### src/rtl/flash_cmd_ctrl.sv
module flash_cmd_ctrl #(
  parameter int ADDR_W    = 12,
  parameter int ARR_W     = 8,
  parameter int SECT_W    = 2,
  parameter int PROG_LAT  = 16,
  parameter int ERASE_LAT = 256,
  parameter int PROT_TO   = 64,
  parameter logic [(1<<SECT_W)-1:0] PROT_MASK = 'b0100
) (
  input  logic              clk,
  input  logic              rst_n,
  input  logic              bus16,
  input  logic              we,
  input  logic              re,
  input  logic [ADDR_W-1:0] addr,
  input  logic [15:0]       wdata,
  output logic [15:0]       rdata,
  output logic              busy
);
  localparam int DEPTH  = 1 << ARR_W;
  localparam int MAXLAT = (ERASE_LAT > PROG_LAT) ? ((ERASE_LAT > PROT_TO) ? ERASE_LAT : PROT_TO)
                                                 : ((PROG_LAT > PROT_TO) ? PROG_LAT : PROT_TO);
  localparam int CW     = $clog2(MAXLAT + 1);

  typedef enum logic [3:0] {
    S_READ, S_U1, S_U2, S_AUTO, S_PDATA, S_E1, S_E2, S_E3, S_PROG, S_ERASE, S_TOUT
  } st_t;

  st_t               state;
  logic [CW-1:0]     cnt;
  logic [ARR_W-1:0]  taddr;
  logic [15:0]       tdata;
  logic              t16;
  logic [SECT_W-1:0] tsec;
  logic [7:0]        mem [DEPTH];
  logic [15:0]       rd_n;

  wire [ARR_W-1:0]  ia   = addr[ARR_W-1:0];
  wire [ARR_W-1:0]  ea   = {ia[ARR_W-1:1], 1'b0};
  wire [ARR_W-1:0]  oa   = {ia[ARR_W-1:1], 1'b1};
  wire [SECT_W-1:0] isec = ia[ARR_W-1 -: SECT_W];
  wire [7:0]        wd   = wdata[7:0];
  wire unl1 = (addr == ADDR_W'(12'h555)) && (wd == 8'hAA);
  wire unl2 = (addr == ADDR_W'(12'hAAA)) && (wd == 8'h55);
  wire erase_phase = (state == S_ERASE) || (state == S_TOUT);
  wire done        = busy && (cnt == '0);

  assign busy = (state == S_PROG) || erase_phase;

  always_ff @(posedge clk) begin
    if (!rst_n) begin
      state <= S_READ;
      cnt   <= '0;
      taddr <= '0;
      tdata <= '0;
      t16   <= 1'b0;
      tsec  <= '0;
    end else begin
      case (state)
        S_READ:  if (we) state <= unl1 ? S_U1 : S_READ;
        S_U1:    if (we) state <= unl2 ? S_U2 : S_READ;
        S_U2:    if (we) begin
                   case (wd)
                     8'h90:   state <= S_AUTO;
                     8'hA0:   state <= S_PDATA;
                     8'h80:   state <= S_E1;
                     default: state <= S_READ;
                   endcase
                 end
        S_AUTO:  if (re || we) state <= S_READ;
        S_PDATA: if (we) begin
                   if (PROT_MASK[isec]) state <= S_READ;
                   else begin
                     state <= S_PROG;
                     cnt   <= CW'(PROG_LAT - 1);
                     taddr <= bus16 ? ea : ia;
                     tdata <= wdata;
                     t16   <= bus16;
                   end
                 end
        S_E1:    if (we) state <= unl1 ? S_E2 : S_READ;
        S_E2:    if (we) state <= unl2 ? S_E3 : S_READ;
        S_E3:    if (we) begin
                   if (wd != 8'h30) state <= S_READ;
                   else begin
                     tsec <= isec;
                     if (PROT_MASK[isec]) begin
                       state <= S_TOUT;
                       cnt   <= CW'(PROT_TO - 1);
                     end else begin
                       state <= S_ERASE;
                       cnt   <= CW'(ERASE_LAT - 1);
                     end
                   end
                 end
        default: if (done) state <= S_READ;
                 else cnt <= cnt - 1'b1;
      endcase
    end
  end

  always_ff @(posedge clk) begin
    if (!rst_n) begin
      for (int i = 0; i < DEPTH; i++) mem[i] <= 8'hFF;
    end else if (done && state == S_PROG) begin
      mem[taddr] <= tdata[7:0];
      if (t16) mem[{taddr[ARR_W-1:1], 1'b1}] <= tdata[15:8];
    end else if (done && state == S_ERASE) begin
      for (int i = 0; i < DEPTH; i++)
        if ((i >> (ARR_W - SECT_W)) == int'(tsec)) mem[i] <= 8'hFF;
    end
  end

  always_comb begin
    if (busy)
      rd_n = {8'h00, (state == S_PROG) ? ~tdata[7] : 1'b0, 7'h00};
    else if (state == S_AUTO)
      rd_n = ia[1] ? {15'h0000, PROT_MASK[isec]} : 16'h00E8;
    else if (bus16)
      rd_n = {mem[oa], mem[ea]};
    else
      rd_n = {8'h00, mem[ia]};
  end

  always_ff @(posedge clk) begin
    if (!rst_n)  rdata <= '0;
    else if (re) rdata <= rd_n;
  end
endmodule


### config.mk
export PLATFORM = sky130hd
export DESIGN_NAME = flash_cmd_ctrl
export DESIGN_NICKNAME = d
export VERILOG_FILES = /design/src/rtl/flash_cmd_ctrl.sv
export SDC_FILE = /design/constraint.sdc
export NUM_CORES = 2
export LEC_CHECK = 0
export BUFFER_PORTS_ARGS = -buffer_cell sky130_fd_sc_hd__buf_2
export CELL_PAD_IN_SITES_DETAIL_PLACEMENT = 1
export CELL_PAD_IN_SITES_GLOBAL_PLACEMENT = 2
export CORE_MARGIN = 1
export CORE_UTILIZATION = 47
export DETAILED_ROUTE_END_ITERATION = 10
export PLACE_DENSITY_LB_ADDON = 0.25
export SLEW_MARGIN = 20
export SYNTH_ARGS = -nofsm -noshare
export SYNTH_HDL_FRONTEND = slang
export SYNTH_SLANG_ARGS = --single-unit
### constraint.sdc
create_clock -name clk -period 3.71 [get_ports clk]
set_input_delay 0.1855 -clock clk [delete_from_list [all_inputs] [get_ports clk]]
set_output_delay 0.1855 -clock clk [all_outputs]
set_load 0.05 [all_outputs]
==> summary by stage <==
STA
Timing would allow up to 273.3 MHz. For the finished layout, the period the worst path requires is 3.659 ns. The clock skew is 0.05418 ns.

Setup violations remaining at the end of the flow were counted as 0. Setup repair after global routing left no endpoint under its margin. The final-report max-slew violation count is 0.

The final count of hold timing violations is 0. In this run the tightest slew margin relative to its limit is 5.925%. The post-route fraction of the period consumed by the critical path is 98.62%. The slew at the pin with the worst max-slew slack is 1.411 ns.

After routing, the total negative slack on setup checks comes to 0 ns.

Placement
The number of placed instances, taps included is 11,130. The wire-length estimate of the detail-placed layout is 414,100 um. The instance area at placement is 120,900 um2. The number of port buffers is 49. Routability-driven placement finished with a final weighted congestion of 1.066.

Die
The initial cell density of the core is 47.26%. During I/O placement, the number of pins put on the boundary was 50. The floorplan die height is 485.6 um. The area of the core region is 232,500 um2. The overall die area is 235,800 um2. The die boundary width is 485.6 um. The number of placement rows is 177.

Clocking
TritonCTS built the clock tree. The sink count of the clock tree is 2,104. After clock tree synthesis, the setup repair step added 0 buffers. The maximum number of buffers from clock root to sink is 3. The tree is rooted in a clkbuf_16. The count of H-tree levels built during CTS is 4. Counting the buffers created by CTS gives 229. The clock edge transition at the registers on the reported setup and hold paths is 0.06 ns. The clock latency reported for the late side of the worst-skew pair is 0.95 ns.

Hold path
The worst hold path begins at addr[10]. The worst min-delay path category is in2reg. The hold path depth is 8. For hold timing, the worst endpoint is state[2].

GRT
The total overflow left after global routing is 0. The first-pass GRT wire length is 772,300 um. The initial antenna violation count is 95.

Global routing used 49.73% of the available tracks. Entering global routing, the biggest net connects 76 pins. The via count of the first global-routing pass came to 83,830.

Critical path
The startpoint class of the critical path is a register. The critical path goes through inv_1 -> ha_1 -> nor4b_1 -> and2_1 -> nand2_1 -> nor3b_2 -> buf_4 -> a31oi_4 -> buf_6 -> o21ai_0 -> buf_4. The data arrival time of the worst path is 4.27 ns. By instance count, the cell type seen most on the critical path is buf_4.

The launching point of the worst reg2reg path is cnt[1]. The maximum fanout along the worst path is 23. The worst setup path is of the reg2reg kind. The number of cells traversed by the worst register-to-register path is 11. The critical path contains buffers and inverters numbering 4 combined.

The cell family contributing the most delay on the critical path is simple AND/OR/NAND/NOR gates. In this run the critical register-to-register path is captured at mem[236][7]. On the critical path, the stage with the largest delay is an instance of nor3b_2.

STA puts the critical path data required time at 4.32 ns. The setup check on the worst reg-to-reg path leaves a slack of 0.05 ns. The delay of the slowest cell on the worst path is 0.42 ns. The kind of end point of the critical path is a register.

Pwr
In this run switching power makes up 26.42% of total power. VDD sags by at most 0.5477 mV. The total power divided by cell area is 458.0 nW/um2. The fraction of power consumed by combinational cells is 12.5%. The total internal power is 43.57 mW.

Of the total power, the clock network draws 40.0%. The share of power burned in registers is 47.5%. The analysis attributes to cell leakage a power of 42.50 nW. The analysis attributes to net switching a power of 15.65 mW.

Synthesis
The share of the Yosys chip area taken by registers is 56.98%. Of all flip-flops after synthesis, the portion carrying an async set or reset was 0%. Dividing the synthesized area by the synthesized cell count gives 14.16 um2. The number of nets produced by synthesis is 7,798.

The synthesized netlist contains 68 unique library cells. For this run, the number of Yosys warnings is 0. The count of flip-flops with a built-in enable after synthesis is 2,048. Among all flip-flop cells after synthesis, the most frequent one is edfxtp_1.

After technology mapping, the gate count stands at 7,763. The area of the mapped netlist is 109,900 um2. The synthesis-stage register bit count is 2,104.

Detailed routing
The routed design has 585,500 um of wire. The first TritonRoute pass finished after 6 iterations. The per-cell routed wire length is 49.98 um. In this run the remaining antenna-violating nets after routing total 0.

In this run, the number of DRC markers left after iteration 0 of detailed routing was 16,860. The ratio of routed vias to standard cells is 7.467. The number of design rule violations left after detail routing is 0. The via total after detailed routing is 87,480.

Final layout
The area taken by multi-input logic gates is 44,400 um2. The final design area excluding fillers is 129,300 um2. The total of fill cells in the finished design is 22,140. From synthesis to final layout, the design area changed by 17.65%. The post-route netlist has 32.68% of its cells at a drive strength greater than 1. Across the whole layout, storage elements account for 62,630 um2. The post-layout net count is 8,406. The count of placed standard cells in the final layout, fillers left out is 11,720.

Outcome
The flow ran to the end, and the final reports show no timing, DRC or antenna violations.

Run
The reported max-cap violation count is 0.
==> power groups by stage <==
stage	Clock, mW	Sequential (mW)	Combinational, mW
4_1_cts	23.7	28.1	7.07
3_5_place_dp	0	28.6	7.01
2_1_floorplan	0	28.0	3.88
3_3_place_gp	0	28.5	6.94
5_1_grt	24.4	28.2	7.31
6_report	23.7	28.1	7.40
==> cell usage in the layout, fill, tap and decap left out, types with 15 or more instances in the layout <==
cell type      count
nand2_1         2144
dfxtp_1           48
buf_12           150
nand3_1           48
nor2_4            36
buf_4            892
clkinv_2          49
dlygate4sd3_1     56
o21ai_1           15
a21oi_1          180
nor3_1            51
bufinv_16         25
o21ai_2           17
mux2i_1           74
mux4_2          1218
clkbuf_16        230
a22oi_1           79
buf_2             42
nand2b_1          21
edfxtp_1        2048
or3_1             34
diode_2          103
o21ai_0          287
nor2b_1           23
o22ai_1           22
nor2_1           392
nor3_2            24
clkinv_1          46
clkbuf_1          44
==> logic make-up (layout without fill, tap and decap cells) <==
group / count (synthesis) / after routing / share of synthesized area [%]
buffers and inverters: 784 / 1591 / 3.237
XOR/XNOR: 1 / 1 / 0.007971
AO/OA/AOI/OAI: 703 / 703 / 3.667
multiplexers: 1300 / 1300 / 25.72
adder cells (fa/ha/maj): 2 / 2 / 0.02277
AND/OR/NAND/NOR: 2869 / 2869 / 10.37
other: 0 / 103 / 0
flip-flops: 2104 / 2104 / 56.98
==> how the worst max path moves through the flow <==
| stage | from | endpoint | slack, ns | depth (start not counted) |
|---|---|---|---|---|
| after CTS | cnt[0] | mem[70][7] | 0.03 | 9 |
| after global placement | cnt[1] | mem[236][0] | -0.17 | 11 |
| after detailed placement | cnt[0] | mem[236][7] | -0.18 | 11 |
| after floorplan | state[0] | mem[102][0] | 0.73 | 8 |
| final | cnt[1] | mem[236][7] | 0.05 | 11 |
| after global routing | cnt[0] | mem[236][7] | 0.01 | 11 |
==> registers in the layout (all words and copies together), names as in the netlist <==
| name | cells |
|---|---|
| mem | 2048 |
| taddr | 8 |
| rdata | 16 |
| tdata | 16 |
| tsec | 2 |
| t16 | 1 |
| state | 4 |
| cnt | 9 |
==> synth_stat cells, types with 5 or more instances <==
library cell | n | area [um2]
nand4b_1 | 6 | 52.55
or2_2 | 13 | 81.33
and2_1 | 13 | 81.33
nor3b_1 | 6 | 45.04
buf_2 | 101 | 505.5
o22ai_1 | 22 | 137.6
o21ai_0 | 317 | 1587
o211ai_1 | 10 | 75.07
and3_1 | 7 | 43.79
a211oi_1 | 10 | 75.07
mux2_2 | 8 | 90.09
a221oi_1 | 12 | 105.1
mux2i_1 | 74 | 740.7
a31oi_1 | 12 | 75.07
nand3_1 | 49 | 245.2
nor2b_1 | 28 | 175.2
buf_6 | 34 | 382.9
edfxtp_1 | 2048 | 61500
a22o_1 | 6 | 52.55
or3_1 | 36 | 225.2
nand2b_1 | 21 | 131.4
a32oi_1 | 6 | 52.55
nand2_1 | 2147 | 8059
buf_1 | 43 | 161.4
clkbuf_1 | 528 | 1982
nor3_1 | 75 | 375.4
a21oi_1 | 183 | 915.9
o21ai_1 | 9 | 45.04
nor4_1 | 12 | 75.07
inv_1 | 13 | 48.80
buf_4 | 62 | 465.5
mux4_2 | 1218 | 27430
a22oi_1 | 79 | 593.1
nor2_1 | 434 | 1629
dfxtp_1 | 56 | 1121
nand4_1 | 5 | 31.28
==> through the flow <==
step | setup WS [ns] | power (mW) | utilization [%] | hold WS [ns]
global route | 0.01116 | 59.93 | 55.51 | 0.08344
CTS | 0.03216 | 58.82 | 55.48 | 0.03424
detailed placement | -0.1753 | 35.59 | 51.98 | 0.4413
finish | 0.05117 | 59.22 | 55.61 | 0.07485
global placement | -0.1692 | 35.44 | 51.98 | 0.4271
floorplan | 0.7341 | 31.93 | - | 0.3215
==> worst min-delay path, stage by stage <==
cell,delay (ns)
buf_2,0.08
or4b_2,0.12
nor4_1,0.05
buf_4,0.13
nand3b_1,0.08
a21oi_1,0.07
o21ai_0,0.17
a21oi_1,0.07
==> layout make-up <==
type	instances	share of cell area, %
flip-flops and latches	2104	48.44
well taps	3043	2.945
multi-input cells	4875	34.34
clock buffers	279	4.632
repair buffers	1145	8.152
diodes	103	0.1993
clock inverters	151	1.234
inverters	16	0.05999
==> per-layer routing <==
layer	part of all wire (%)	track usage, %	routed length, um
met3	16	19.19	92900
met2	43	70.18	249600
met5	0.067	0	390
met1	32	61.65	190100
met4	9.0	38.18	52630
==> timing repair <==
action                     CTS  global route
hold endpoints to repair    44             0
setup endpoints to repair  167            49
resized for setup            1             4
hold buffers                56             0
No activity file was read; power rests on OpenSTA's default activity.
